## config.mk

```make
export PLATFORM = sky130hd
export DESIGN_NAME = scan_slow_clock
export DESIGN_NICKNAME = d
export VERILOG_FILES = /design/src/rtl/scan_slow_clock_pkg.sv /design/src/rtl/ssc_en_sync.sv /design/src/rtl/ssc_divider.sv /design/src/rtl/scan_slow_clock.sv
export SDC_FILE = /design/constraint.sdc
export NUM_CORES = 1
export LEC_CHECK = 0
export BUFFER_PORTS_ARGS = -buffer_cell sky130_fd_sc_hd__buf_2
export CAP_MARGIN = 10
export CORE_ASPECT_RATIO = 0.75
export CORE_MARGIN = 4
export CORE_UTILIZATION = 53
export CTS_BUF_LIST = sky130_fd_sc_hd__clkbuf_8
export CTS_CLUSTER_DIAMETER = 80
export DETAILED_ROUTE_END_ITERATION = 16
export PLACE_DENSITY = 0.75
export SLEW_MARGIN = 5
export SYNTH_ARGS = -nofsm -noshare
export SYNTH_HDL_FRONTEND = slang
export SYNTH_SLANG_ARGS = --single-unit
```

## constraint.sdc

```tcl
create_clock -name clk -period 2 [get_ports clk]
set_clock_uncertainty 0.05 [all_clocks]
set_input_delay 0.2 -clock clk [delete_from_list [all_inputs] [get_ports clk]]
set_output_delay 0.2 -clock clk [all_outputs]
set_load 0.03 [all_outputs]
```

## src/rtl/scan_slow_clock_pkg.sv

```systemverilog
package scan_slow_clock_pkg;
    localparam int unsigned RATIO_W_DEF     = 8;
    localparam int unsigned SYNC_STAGES_DEF = 2;
endpackage

```

## src/rtl/ssc_en_sync.sv

```systemverilog
module ssc_en_sync #(
    parameter int unsigned STAGES = 2
) (
    input  logic clk,
    input  logic rst_n,
    input  logic en_async,
    output logic en_level,
    output logic en_rise
);
    localparam int unsigned DEPTH = STAGES + 1;

    logic [DEPTH-1:0] sync_d, sync_q;

    always_comb begin
        sync_d = {sync_q[DEPTH-2:0], en_async};
    end

    always_ff @(posedge clk or negedge rst_n) begin
        if (!rst_n) sync_q <= '0;
        else        sync_q <= sync_d;
    end

    assign en_level = sync_q[STAGES-1];
    assign en_rise  = sync_q[STAGES-1] & ~sync_q[STAGES];

    // an edge is reported for a single cycle only
    a_r1_rise_single: assert property (@(posedge clk) disable iff (!rst_n)
        en_rise |=> !en_rise);
endmodule

```

## src/rtl/ssc_divider.sv

```systemverilog
module ssc_divider #(
    parameter int unsigned RATIO_W = 8
) (
    input  logic               clk,
    input  logic               rst_n,
    input  logic               en_level,
    input  logic               en_rise,
    input  logic               refresh_done,
    input  logic [RATIO_W-1:0] ratio_in,
    output logic               slow_q_o
);
    typedef struct packed {
        logic [RATIO_W-1:0] ratio;
        logic [RATIO_W-1:0] cnt;
        logic               slow;
    } div_state_t;

    div_state_t st_d, st_q;

    always_comb begin
        st_d = st_q;
        if (en_rise) begin
            st_d.ratio = ratio_in;
            st_d.cnt   = '0;
            st_d.slow  = 1'b0;
        end else if (!en_level) begin
            st_d.cnt   = '0;
            st_d.slow  = 1'b0;
        end else if (refresh_done) begin
            if (st_q.cnt == st_q.ratio) begin
                st_d.cnt  = '0;
                st_d.slow = ~st_q.slow;
            end else begin
                st_d.cnt  = st_q.cnt + 1'b1;
            end
        end
    end

    always_ff @(posedge clk or negedge rst_n) begin
        if (!rst_n) st_q <= '0;
        else        st_q <= st_d;
    end

    assign slow_q_o = st_q.slow;

    // a capture loads the ratio and restarts the phase
    a_r6_capture_restart: assert property (@(posedge clk) disable iff (!rst_n)
        en_rise |=> (st_q.ratio == $past(ratio_in)) && (st_q.cnt == '0) && !st_q.slow);
    // disabled means the slow clock is low on the next cycle
    a_r2_low_when_off: assert property (@(posedge clk) disable iff (!rst_n)
        !en_level |=> !st_q.slow);
    // no strobe, no movement
    a_r5_hold_without_refresh: assert property (@(posedge clk) disable iff (!rst_n)
        (en_level && !en_rise && !refresh_done) |=> $stable(st_q.slow) && $stable(st_q.cnt));
    // the count never passes the ratio
    a_r4_cnt_bound: assert property (@(posedge clk) disable iff (!rst_n)
        st_q.cnt <= st_q.ratio);
    // the ratio changes only on a capture
    a_r8_ratio_held: assert property (@(posedge clk) disable iff (!rst_n)
        !en_rise |=> $stable(st_q.ratio));
endmodule

```

## src/rtl/scan_slow_clock.sv

```systemverilog
module scan_slow_clock
    import scan_slow_clock_pkg::*;
#(
    parameter int unsigned RATIO_W     = RATIO_W_DEF,
    parameter int unsigned SYNC_STAGES = SYNC_STAGES_DEF
) (
    input  logic               clk,
    input  logic               rst_n,
    input  logic               refresh_done,
    input  logic [RATIO_W-1:0] in_bus,
    input  logic               div_en,
    output logic               slow_clk_o,
    output logic               dut_in0_o
);
    logic en_level, en_rise, slow_q;

    ssc_en_sync #(.STAGES(SYNC_STAGES)) sync_i (
        .clk      (clk),
        .rst_n    (rst_n),
        .en_async (div_en),
        .en_level (en_level),
        .en_rise  (en_rise)
    );

    ssc_divider #(.RATIO_W(RATIO_W)) div_i (
        .clk          (clk),
        .rst_n        (rst_n),
        .en_level     (en_level),
        .en_rise      (en_rise),
        .refresh_done (refresh_done),
        .ratio_in     (in_bus),
        .slow_q_o     (slow_q)
    );

    assign slow_clk_o = slow_q & en_level;
    assign dut_in0_o  = en_level ? slow_clk_o : in_bus[0];

    // while enabled, the design input follows the slow clock pin
    a_r7_mux_follows: assert property (@(posedge clk) disable iff (!rst_n)
        en_level |-> (dut_in0_o == slow_clk_o));
endmodule

```

After elaboration in Yosys (flattened, before gate mapping)
Index checks and enable logic that the tools add are counted.

storage, ports and cells
  flip-flop bits (word level) = 20
  bits of input ports = 12
  output and inout port bits = 2

operators by class
  add/subtract/negate cells = 1
  equal/unequal tests = 3
  multiplexer cells = 6
  bitwise gates (word level) = 4
  reduce and logical (&&, ||, !) cells = 1

operators by type and width
  kind                   number
  $mux W9                3
  $add A8 B1 Y8 const B  1
  $eq A8 B8 Y1           1
  $mux W8                1
  $ne A3 B1 Y1 const B   1
  $ne A3 B2 Y1 const B   1
  $and A1 B1 Y1          2
  $mux W1                2
  $not A1 Y1             2
  $reduce_and A2 Y1      1

Logic depth before layout (Yosys ltp)
Gate-level depths: netlist of run 1.

  word-level depth = 5
  mapped depth = 5
  mapped depth without buffers = 5

Cells and area by module
From an unflattened synthesis of run 1, not the netlist that was laid out.

second synthesis, totals
  cells, all modules = 81
  area total of the unflattened synthesis = 999.7 µm²

by module, submodules not included
  module           instances  cells each  area each (µm²)  seq. area each (µm²)
  ssc_divider      1          75          888.4            425.4
  ssc_en_sync      1          4           88.8             75.1
  scan_slow_clock  1          2           22.5             0.0

Least setup slack after synthesis of run 1
Ideal clock, no wire load.

  kind = register to register
  start point = register div_i.st_q[2] in the netlist's numbering
  end point = register div_i.st_q (netlist bit div_i.slow_q_o)
  arrival = 1.328 ns
  data required time = 1.871 ns
  slack = 0.543 ns
  cell stages (with the launch flop) = 5
  path buffers = 0
  period minus slack after synthesis = 1.457 ns
  cells stage by stage = dfrtp_1 > xnor2_1 > nand4_2 > or4_1 > a21oi_1

on the way
  longest elaborated chain between the ends = 3

ends and longest elaborated chain
  element                             RTL line           source
  start, declared                     ssc_divider.sv:18  div_state_t st_d, st_q;
  start signal, assigned              ssc_divider.sv:41  else st_q <= st_d;
  $eq A8 B8 Y1                        ssc_divider.sv:30  if (st_q.cnt == st_q.ratio) begin
  $ne A3 B1 Y1 (no source line)       --
  $reduce_and A2 Y1 (no source line)  --

No other way between the ends.
A chain may end at the register's enable or synchronous reset.

Final worst setup path of run 1
  start point = register div_i.st_q[3] in the netlist's numbering
  end point = register div_i.st_q (netlist bit div_i.slow_q_o)

Same word-level chain as after synthesis.

==> metrics.md, run 1 <==
| Metric | Value |
|---|---|
| Timing endpoint of the critical path | div_i.slow_q_o |
| Period Utilization, post-route | 81.5% |
| Synthesized flop and latch total | 20 |
| Startpoint type of the worst setup path | flop |
| Power density relative to cell area | between 800 and 900 nW/um2 |
| Number of DRC violations after detailed routing | 0 |
| Routability cong. | 0.845 |
| Category of the worst setup path capture point | flop |
| DR WL/cell | 15.3 um |
| Sequential-to-total area share from yosys stat | 49.8% |
| Top fanout value on the critical path | 6 |
| # H-tree levels | 1 |
| Path type of the worst min-delay path | in2reg |
| Slack of the worst reg-to-reg path | 0.37 ns |
| Register-to-Register Path Depth | 4 |
| Number of hold violations in the final report | 0 |
| Effective utilization at floorplan | 56.7% |
| WS Path Type | reg2reg |
| Count of mapped cells out of synthesis | 84 |
| CTS tree | done |
| Largest cells by area after synthesis | dfrtp_1 50%, mux2_2 10%, xnor2_1 8.7%, xnor2_2 4.9%, a211oi_1 3.0% |
| Standard cell core area | 1770 um2 |
| Fill cells | 131 |
| Status | finished, final reports clean |
| Synth Net Count | 97 |
| HPWL after detailed placement | around 1400 um |
| Iteration count of the initial detailed-routing pass | 4 |
| Number of nets at the end of the flow | about 120 |
| Final standard cell utilization of the core | between 60% and 70% |
| Normalized max-slew margin | 70.9% |
| YS warnings | 0 |
| Final setup TNS | 0 ns |
| Post-synthesis cell area | 1010 um2 |
| Number of endpoints failing setup at the final stage | 0 |
| Top cell type's share of synthesized area | 49.8% |
| DR vias | 689 |
| Total of max-cap violations | 0 |
| Commonest cells after routing, fill and taps aside | 20 x dfrtp_1, 13 x buf_2, 10 x xnor2_1, 9 x mux2_2, 8 x nand2_1 |
| Vias in the first global route | 718 |
| CP startpoint | div_i.st_q[3] |
| Highest clock rate | 0.613 GHz |
| Diode insertion count for antenna repair | 0 |
| I/O Pins | 14 |
| Measured slew at the worst slew-check pin | 0.436 ns |
| Cell at the root of the clock tree | clkbuf_8 |
| Maximum number of pins on one net before global-route repair | 21 |
| Max Transition Viols Final | 0 |
| Overall global routing resource usage | between 15 and 20% |
| Clock transition at path regs | 0.08 ns |
| Worst endpoint data arrival time | 1.76 ns |
| Antenna violations before repair | 0 |
| Critical register-to-register path endpoint | div_i.slow_q_o |
| RSZ-0062 raised after global routing | no |
| Die area | 2670 um2 |
| Cell type with the highest aggregate area in the netlist | dfrtp_1 |
| Worst-case clock buffer depth | 2 |
| PnR Total Power | 0.979 mW |
| Count of routing violations after the opening detailed-route iteration | 12 |
| Antenna Violating Nets Remaining | 0 |
| Fraction of layout cells with a size suffix above 1 | 33.3% |
| Average cell area after synthesis | 12.0 um2 |
| Number of port buffers | 13 |
| Signed area change from the synthesized netlist to the final layout | 17.5% |
| Chip width | 58.3 um |
| CTS Buf Count | 3 |
| Origin of the critical flop-to-flop path | div_i.st_q[3] |
| Via density per instance | 5.56 |
| FF+latch area | 500 um2 |
| Final critical delay including setup and external delays | 1.63 ns |
| Combined area of the multi-input logic cells | 487 um2 |
| Total overflow reported by the global router | 0 |
| Cell leakage power | 0.485 nW |
| Leading cell type in the layout, fill and taps excluded | dfrtp_1 |
| Final Routed Wirelength | 1890 um |
| Height of the chip | 45.7 um |
| Num rows | 13 |
| Data required time of the critical path | roughly 2.1 ns |
| Unique masters post-synth | 26 |
| Highest ir drop seen on vdd | around 0.00071 V |
| Wire length of the first global-routing pass | between 3000 and 4000 um |
| Clock latency reported for the late side of the worst-skew pair | 0.26 ns |
| Clock Sinks | 20 |
-- layer usage --
metal	vias to the layer above	GRT usage [%]	part of all wire (%)
met4	0	6.48	1.1
met1	326	22.6	48
met5	-	0	0
met2	27	27.2	44
met3	5	6.23	6.9
li1	331	-	-
-- repair_timing --
action,CTS,global route
buffers inserted,0,0
hold endpoints to repair,21,0
hold buffers,2,0
endpoints found under the setup margin,0,0
resized for setup,0,0
-- sequential cells by signal, summed over array words and instances, names as in the netlist --
register        cells
div_i.st_q         16
sync_i.sync_q       3
div_i.slow_q_o      1
-- cell type report --
class	instances	area share, %
Clock buffer	3	3.49
Clock inverter	1	2.54
Inverter	1	0.317
Multi-Input combinational cell	61	41.2
Sequential cell	20	42.3
Tap cell	22	2.33
Timing Repair Buffer	16	7.83
-- per-stage QoR --
stage | cell area [um2] | hold slack (ns) | worst slack [ns] | cells
after global placement | 1090 | 0.115 | 0.434 | 118
final | 1180 | 0.116 | 0.370 | 124
after detailed placement | 1090 | 0.121 | 0.398 | 118
after CTS | 1180 | 0.113 | 0.367 | 124
after global routing | 1180 | 0.123 | 0.236 | 124
after floorplan | 1010 | -0.146 | 0.543 | 84
-- worst min path at each step --
stage | startpoint | end | depth (start not counted) | slack (ns)
6_report | in_bus[2] | div_i.st_q[11] | 2 | 0.12
5_1_grt | in_bus[1] | div_i.st_q[10] | 2 | 0.12
4_1_cts | in_bus[1] | div_i.st_q[10] | 2 | 0.11
3_5_place_dp | rst_n | div_i.st_q[1] | 1 | 0.12
3_3_place_gp | rst_n | div_i.st_q[1] | 1 | 0.12
2_1_floorplan | rst_n | div_i.slow_q_o | 0 | -0.15
-- cells by family (layout without fill, tap and decap cells) --
| family | count (synthesis) | in the layout | share of synthesized area, % |
|---|---|---|---|
| flops | 20 | 20 | 49.8 |
| buf+inv | 3 | 21 | 1.86 |
| xor+xnor | 13 | 13 | 13.6 |
| mux | 9 | 9 | 10.1 |
| compound gates | 13 | 13 | 8.83 |
| simple gates | 25 | 25 | 14.7 |
| fa+ha+maj | 1 | 1 | 1.24 |
-- synthesized netlist by cell type --
library cell and instances:
a211oi_1 4, and2_1 1, dfrtp_1 20, nor3_1 2, ha_1 1, nand2_1 8, o21ai_0 1, clkbuf_1 1
o31ai_1 1, and3b_4 1, nand3_1 2, o22ai_1 1, or4_1 1, nor4_4 1, nand4_2 1, nor2b_1 2
a211oi_2 1, buf_6 1, nand4_1 1, mux2_2 9, a21oi_1 4, o211ai_1 1, nor2_1 5, xnor2_2 3
inv_1 1, xnor2_1 10
-- worst max-delay path: stages (launching register included) --
cell,delay [ns]
dfrtp_1,0.44
xnor2_1,0.21
nand4_1,0.22
or4_1,0.45
a21oi_1,0.18
-- report_power, final --
part | internal, mW | total, mW | switching (mW)
registers | 0.432 | 0.461 | 0.0286
logic | 0.0604 | 0.109 | 0.0487
clock network | 0.267 | 0.409 | 0.141
total | 0.760 | 0.979 | 0.218
Note: power is estimated with default switching activity, not from simulation.
==> run 2, diff against run 1 <==
Clock period 2 ns to 1.6 ns, I/O delays scaled along.
==> run 2 against run 1 <==
Highest routed layer unchanged. Final cell count is 4.0% higher. Clock-buffer cell count unchanged. Largest power group unchanged. Largest cell class unchanged. Maximum frequency is 5.0% higher. Combinational power is 34% higher. Utilization increased by 2.1 points. Flip-flop and latch count is the same.
==> metrics.md, run 2 (synthesis gave the netlist of run 1 again) <==
| Metric | Value |
|---|---|
| Fraction of layout cells with a size suffix above 1 | 36.4% (was 33.3%) |
| Total overflow reported by the global router | 0 (unchanged) |
| Endpoint of the worst hold path | div_i.st_q[14] (was div_i.st_q[11]) |
| CTS Buf Count | 3 (unchanged) |
| Final critical delay including setup and external delays | 1.55 ns (was 1.63 ns) |
| WS Path Type | reg2reg (unchanged) |
| I/O Pins | 14 (unchanged) |
| CTS tree | done (unchanged) |
| Min-Delay Startpoint | in_bus[5] (was in_bus[2]) |
| Startpoint type of the worst setup path | flop (unchanged) |
| Total of max-cap violations | 0 (unchanged) |
| Status | finished, final reports clean (unchanged) |
| Data required time of the critical path | 1.74 ns (was 2.13 ns) |
| Category of the worst setup path capture point | flop (unchanged) |
| Power density relative to cell area | 1000 nW/um2 (was 828 nW/um2) |
| Final Routed Wirelength | 1990 um (was 1890 um) |
| RSZ-0062 raised after global routing | no (unchanged) |
| Worst-case clock buffer depth | 2 (unchanged) |
| Clock Sinks | 20 (unchanged) |
| DR vias | 724 (was 689) |
| Cell leakage power | 0.510 nW (was 0.485 nW) |
| DR WL/cell | 15.4 um (was 15.3 um) |
| Height of the chip | 45.7 um (unchanged) |
| Placed Cells incl. Taps | 123 (was 118) |
| Highest metal used | met4 (unchanged) |
| Number of endpoints failing setup at the final stage | 0 (unchanged) |
| Number of hold violations in the final report | 0 (unchanged) |
| Overall global routing resource usage | 17.5% (about the same) |
| Vias in the first global route | 711 (was 718) |
| Register ranked first by flip-flop count | div_i.st_q (unchanged) |
| Wire length of the first global-routing pass | 3290 um (was 3340 um) |
| Path type of the worst min-delay path | in2reg (unchanged) |
| Standard cell core area | 1770 um2 (unchanged) |
| Die area | 2670 um2 (unchanged) |
| Met2 Wirelength | 893 um (was 838 um) |
| Origin of the critical flop-to-flop path | div_i.st_q[1] (was div_i.st_q[3]) |
| Number of DRC violations after detailed routing | 0 (unchanged) |
| Max Transition Viols Final | 0 (unchanged) |
| Post_cts resized | 0 (unchanged) |
| Clock latency reported for the late side of the worst-skew pair | 0.26 ns (about the same) |
| Period Utilization, post-route | 97.1% (was 81.5%) |
| Iteration count of the initial detailed-routing pass | 4 (unchanged) |
| Register-to-Register Path Depth | 4 (unchanged) |
| Final standard cell count with taps included and fillers excluded | 129 (was 124) |
| Postcts setup bufs | 0 (unchanged) |
| Measured slew at the worst slew-check pin | 0.439 ns (was 0.436 ns) |
| Maximum number of pins on one net before global-route repair | 21 (unchanged) |
| Routed length on met3 | 186 um (was 130 um) |
| Leading cell type in the layout, fill and taps excluded | dfrtp_1 (unchanged) |
| Top fanout value on the critical path | 5 (was 6) |
| Antenna Violating Nets Remaining | 0 (unchanged) |
| Signed area change from the synthesized netlist to the final layout | 21.3% (was 17.5%) |
| Commonest cells after routing, fill and taps aside | 20 x dfrtp_1, 13 x buf_2, 10 x xnor2_1, 9 x mux2_2, 8 x nand2_1 (unchanged) |
| Antenna violations before repair | 0 (unchanged) |
| Highest ir drop seen on vdd | 0.00105 V (was 0.000714 V) |
| Critical register-to-register path endpoint | div_i.slow_q_o (unchanged) |
| # H-tree levels | 1 (unchanged) |
| Num rows | 13 (unchanged) |
| Routability cong. | 0.855 (was 0.845) |
| Final setup TNS | 0 ns (unchanged) |
| Number of nets at the end of the flow | 121 (was 116) |
| Count of routing violations after the opening detailed-route iteration | 20 (was 12) |
| Max FFs per register | 16 (unchanged) |
| Via density per instance | 5.61 (was 5.56) |
| Met1 routed wirelength after detailed routing | 884 um (was 902 um) |
| Normalized max-slew margin | 70.7% (was 70.9%) |
| Number of stages on the worst hold path | 2 (unchanged) |
| Effective utilization at floorplan | 56.7% (unchanged) |
| Highest clock rate | 0.644 GHz (was 0.613 GHz) |
| Worst endpoint data arrival time | 1.69 ns (was 1.76 ns) |
| Diode insertion count for antenna repair | 0 (unchanged) |
| Fill cells | 133 (was 131) |
| Clock transition at path regs | 0.07 ns (was 0.08 ns) |
| Chip width | 58.3 um (unchanged) |
| HPWL after detailed placement | 1480 um (was 1440 um) |
| Cell at the root of the clock tree | clkbuf_8 (unchanged) |
| Number of port buffers | 13 (unchanged) |
| Slack of the worst reg-to-reg path | 0.05 ns (was 0.37 ns) |
run 2: changes by cell type in the layout (fill, tap and decap cells not counted):
cell | before | now
buf_4 | 1 | 6
run 2: worst max-delay path by stage:
stage                  start        endpoint  slack, ns  cells past startpoint
2_1_floorplan  div_i.st_q[2]  div_i.slow_q_o       0.14                      4
3_3_place_gp   div_i.st_q[7]  div_i.slow_q_o       0.09                      4
3_5_place_dp   div_i.st_q[7]  div_i.slow_q_o       0.07                      4
4_1_cts        div_i.st_q[7]  div_i.slow_q_o       0.05                      4
5_1_grt        div_i.st_q[3]  div_i.slow_q_o      0.002                      4
6_report       div_i.st_q[1]  div_i.slow_q_o       0.05                      4
run 2: per-layer routing:
| layer | global-route usage, % | vias to the layer above |
|---|---|---|
| met5 | 0 | - |
| met4 | 6.94 | 0 |
| met3 | 7.65 | 5 |
| met2 | 26.3 | 28 |
| met1 | 22.4 | 350 |
| li1 | - | 341 |
run 2: what timing repair did:
item	CTS	global route
hold buffers	2	0
endpoints found under the hold margin	21	0
endpoints found under the setup margin	0	0
run 2: worst max-delay path: stages (launching register included):
cell,delay (ns)
dfrtp_1,0.46
xnor2_2,0.19
nand4_2,0.15
or4_1,0.49
a21oi_1,0.15
run 2: metrics by stage:
stage	hold slack, ns	area, um2	total power, mW	setup slack, ns	utilization [%]
floorplan	-0.186	1010	0.671	0.143	-
global placement	0.0791	1130	0.721	0.0880	63.7
detailed placement	0.0845	1130	0.726	0.0704	63.7
CTS	0.0682	1220	1.24	0.0543	68.8
global route	0.0706	1220	1.28	0.00193	68.8
finish	0.0745	1220	1.22	0.0469	68.8
run 2: power breakdown:
group          internal (mW)  total (mW)  switching (mW)
Combinational         0.0810       0.146          0.0649
Sequential             0.541       0.573          0.0324
Clock                  0.334       0.503           0.169
run 2: area by class of cell:
type	instances	area [um2]	area share [%]
Clock inverter	1	30.0	2.46
Inverter	1	3.75	0.308
Tap cell	22	27.5	2.26
Clock buffer	3	41.3	3.38
Multi-Input combinational cell	61	487	39.9
Sequential cell	20	500	41.0
Timing Repair Buffer	21	130	10.7
==> run 3, diff against run 2 <==
Settings changed: REMOVE_ABC_BUFFERS from default to 1.
==> run 3 against run 2 <==
Maximum frequency increased by 2.2%. Combinational power about the same. Clock-buffer cell count unchanged. Utilization increased by 0.35 points. Design area increased by 0.51%. Non-clock buffer count unchanged. Critical path depth unchanged. Global-route usage increased by 0.87 points. Highest routed layer unchanged. Setup slack improved by 0.034 ns. Flip-flop and latch count unchanged. Via count increased by 1.7%. Sequential share of layout area decreased by 0.11 points.
==> metrics.md, run 3 (synthesis gave the netlist of run 1 again) <==
| Metric | Value |
|---|---|
| Status | finished, final reports clean (unchanged) |
| Max FFs per register | 16 (unchanged) |
| Final standard cell utilization of the core | 69.2% (was 68.8%) |
| HPWL after detailed placement | 1590 um (was 1480 um) |
| Category of the worst setup path capture point | flop (unchanged) |
| Max Transition Viols Final | 0 (unchanged) |
| Highest clock rate | 0.658 GHz (was 0.644 GHz) |
| Overall global routing resource usage | 18.4% (was 17.5%) |
| I/O Pins | 14 (unchanged) |
| Number of DRC violations after detailed routing | 0 (unchanged) |
| Commonest cells after routing, fill and taps aside | 19 x dfrtp_1, 13 x buf_2, 10 x xnor2_1, 9 x mux2_2, 8 x nand2_1 (was 20 x dfrtp_1, 13 x buf_2, 10 x xnor2_1, 9 x mux2_2, 8 x nand2_1) |
| Chip width | 58.3 um (unchanged) |
| Register-to-Register Path Depth | 4 (unchanged) |
| Measured slew at the worst slew-check pin | 0.442 ns (was 0.439 ns) |
| Startpoint type of the worst setup path | flop (unchanged) |
| Finished Cell Area | 1230 um2 (was 1220 um2) |
| Diode insertion count for antenna repair | 0 (unchanged) |
| Count of routing violations after the opening detailed-route iteration | 38 (was 20) |
| WS Path Type | reg2reg (unchanged) |
| Timing endpoint of the critical path | div_i.slow_q_o (unchanged) |
| Power density relative to cell area | 995 nW/um2 (was 1000 nW/um2) |
| Antenna violations before repair | 0 (unchanged) |
| Leading cell type in the layout, fill and taps excluded | dfrtp_1 (unchanged) |
| Fraction of layout cells with a size suffix above 1 | 38.3% (was 36.4%) |
| Origin of the critical flop-to-flop path | div_i.st_q[6] (was div_i.st_q[1]) |
| Number of nets at the end of the flow | 121 (unchanged) |
| Critical register-to-register path endpoint | div_i.slow_q_o (unchanged) |
| CTS tree | done (unchanged) |
| Effective utilization at floorplan | 56.7% (unchanged) |
| Via density per instance | 5.71 (was 5.61) |
| Period Utilization, post-route | 95.0% (was 97.1%) |
| Number of port buffers | 13 (unchanged) |
| Fill cells | 134 (was 133) |
| Total overflow reported by the global router | 0 (unchanged) |
| Routability cong. | 0.876 (was 0.855) |
| CP max stage delay | 0.48 ns (was 0.49 ns) |
| Final setup TNS | 0 ns (unchanged) |
| Clock transition at path regs | 0.07 ns (about the same) |
| Clock latency reported for the late side of the worst-skew pair | 0.26 ns (about the same) |
| Worst endpoint data arrival time | 1.65 ns (was 1.69 ns) |
| Maximum number of pins on one net before global-route repair | 21 (unchanged) |
| Master of the slowest instance on the critical path | or4_1 (unchanged) |
| CP startpoint | div_i.st_q[6] (was div_i.st_q[1]) |
| Cell at the root of the clock tree | clkbuf_8 (unchanged) |
| Number of hold violations in the final report | 0 (unchanged) |
| Normalized max-slew margin | 70.5% (was 70.7%) |
| CTS Buf Count | 3 (unchanged) |
| Cell class contributing the biggest share of worst-path delay | simple AND/OR/NAND/NOR gates (unchanged) |
| Clock Sinks | 20 (unchanged) |
| Antenna Violating Nets Remaining | 0 (unchanged) |
| Cell leakage power | 0.508 nW (was 0.510 nW) |
| Signed area change from the synthesized netlist to the final layout | 21.9% (was 21.3%) |
| Postcts setup bufs | 0 (unchanged) |
| Post-place instance area | 1130 um2 (unchanged) |
| Top fanout value on the critical path | 4 (was 5) |
| Height of the chip | 45.7 um (unchanged) |
| Slack of the worst reg-to-reg path | 0.08 ns (was 0.05 ns) |
| Placed Cells incl. Taps | 123 (unchanged) |
| Ordered list of cells on the worst path | xnor2_2 -> nand4_2 -> or4_1 -> a21oi_1 (unchanged) |
| Data required time of the critical path | 1.73 ns (was 1.74 ns) |
| Num rows | 13 (unchanged) |
| DR WL/cell | 15.9 um (was 15.4 um) |
| Iteration count of the initial detailed-routing pass | 4 (unchanged) |
| DR vias | 736 (was 724) |
| Total of max-cap violations | 0 (unchanged) |
| # H-tree levels | 1 (unchanged) |
| Standard cell core area | 1770 um2 (unchanged) |
| Vias in the first global route | 761 (was 711) |
| Final standard cell count with taps included and fillers excluded | 129 (unchanged) |
| Die area | 2670 um2 (unchanged) |
| Final critical delay including setup and external delays | 1.52 ns (was 1.55 ns) |
| Final Routed Wirelength | 2060 um (was 1990 um) |
| Wire length of the first global-routing pass | 3460 um (was 3290 um) |
| RSZ-0062 raised after global routing | no (unchanged) |
| Number of cells on the critical path | 4 (unchanged) |
| Path type of the worst min-delay path | in2reg (unchanged) |
| Register ranked first by flip-flop count | div_i.st_q (unchanged) |
| Worst-case clock buffer depth | 2 (unchanged) |
| CP Buf/Inv Count | 0 (unchanged) |
| Number of endpoints failing setup at the final stage | 0 (unchanged) |
| Highest ir drop seen on vdd | 0.000910 V (was 0.00105 V) |
[run 3: cell counts in the layout (fill, tap and decap cells not counted)]
No cell type changed its count.
[run 3: routing by layer]
metal	part of all wire (%)	global-route usage, %	vias to the layer above
li1	-	-	346
met5	0	0	-
met3	8.4	5.67	4
met1	44	21.9	356
met2	47	32.3	30
met4	1.0	5.56	0
[run 3: layout make-up]
class	instances	area (um2)	share of cell area [%]
Tap cell	22	27.5	2.24
Timing Repair Buffer	21	130	10.6
Clock buffer	3	41.3	3.37
Sequential cell	20	502	40.9
Multi-Input combinational cell	61	492	40.1
Clock inverter	1	30.0	2.45
Inverter	1	3.75	0.306
[run 3: through the flow]
step	hold slack [ns]	worst slack, ns	total power [mW]
after CTS	0.0713	0.0365	1.24
final	0.0781	0.0804	1.22
after floorplan	-0.186	0.143	0.666
after global placement	0.0756	0.104	0.720
after detailed placement	0.0832	0.0742	0.727
after global routing	0.0650	0.0284	1.28
[run 3: how the worst min path moves through the flow]
stage	from	to	slack (ns)	cells after the start
after floorplan	rst_n	div_i.slow_q_o	-0.19	0
after global placement	rst_n	div_i.slow_q_o	0.08	1
after detailed placement	rst_n	div_i.st_q[2]	0.08	1
after CTS	in_bus[4]	div_i.st_q[13]	0.07	2
after global routing	in_bus[4]	div_i.st_q[13]	0.06	2
final	in_bus[4]	div_i.st_q[13]	0.08	2
[run 3: report_power, final]
part	internal, mW	total [mW]	switching [mW]
logic	0.0811	0.146	0.0646
registers	0.541	0.574	0.0333
clock network	0.334	0.500	0.166
[run 3: what timing repair did]
item,4_1_cts,5_1_grt
endpoints found under the setup margin,0,1
hold buffers,2,0
endpoints found under the hold margin,21,0
resized for setup,0,2
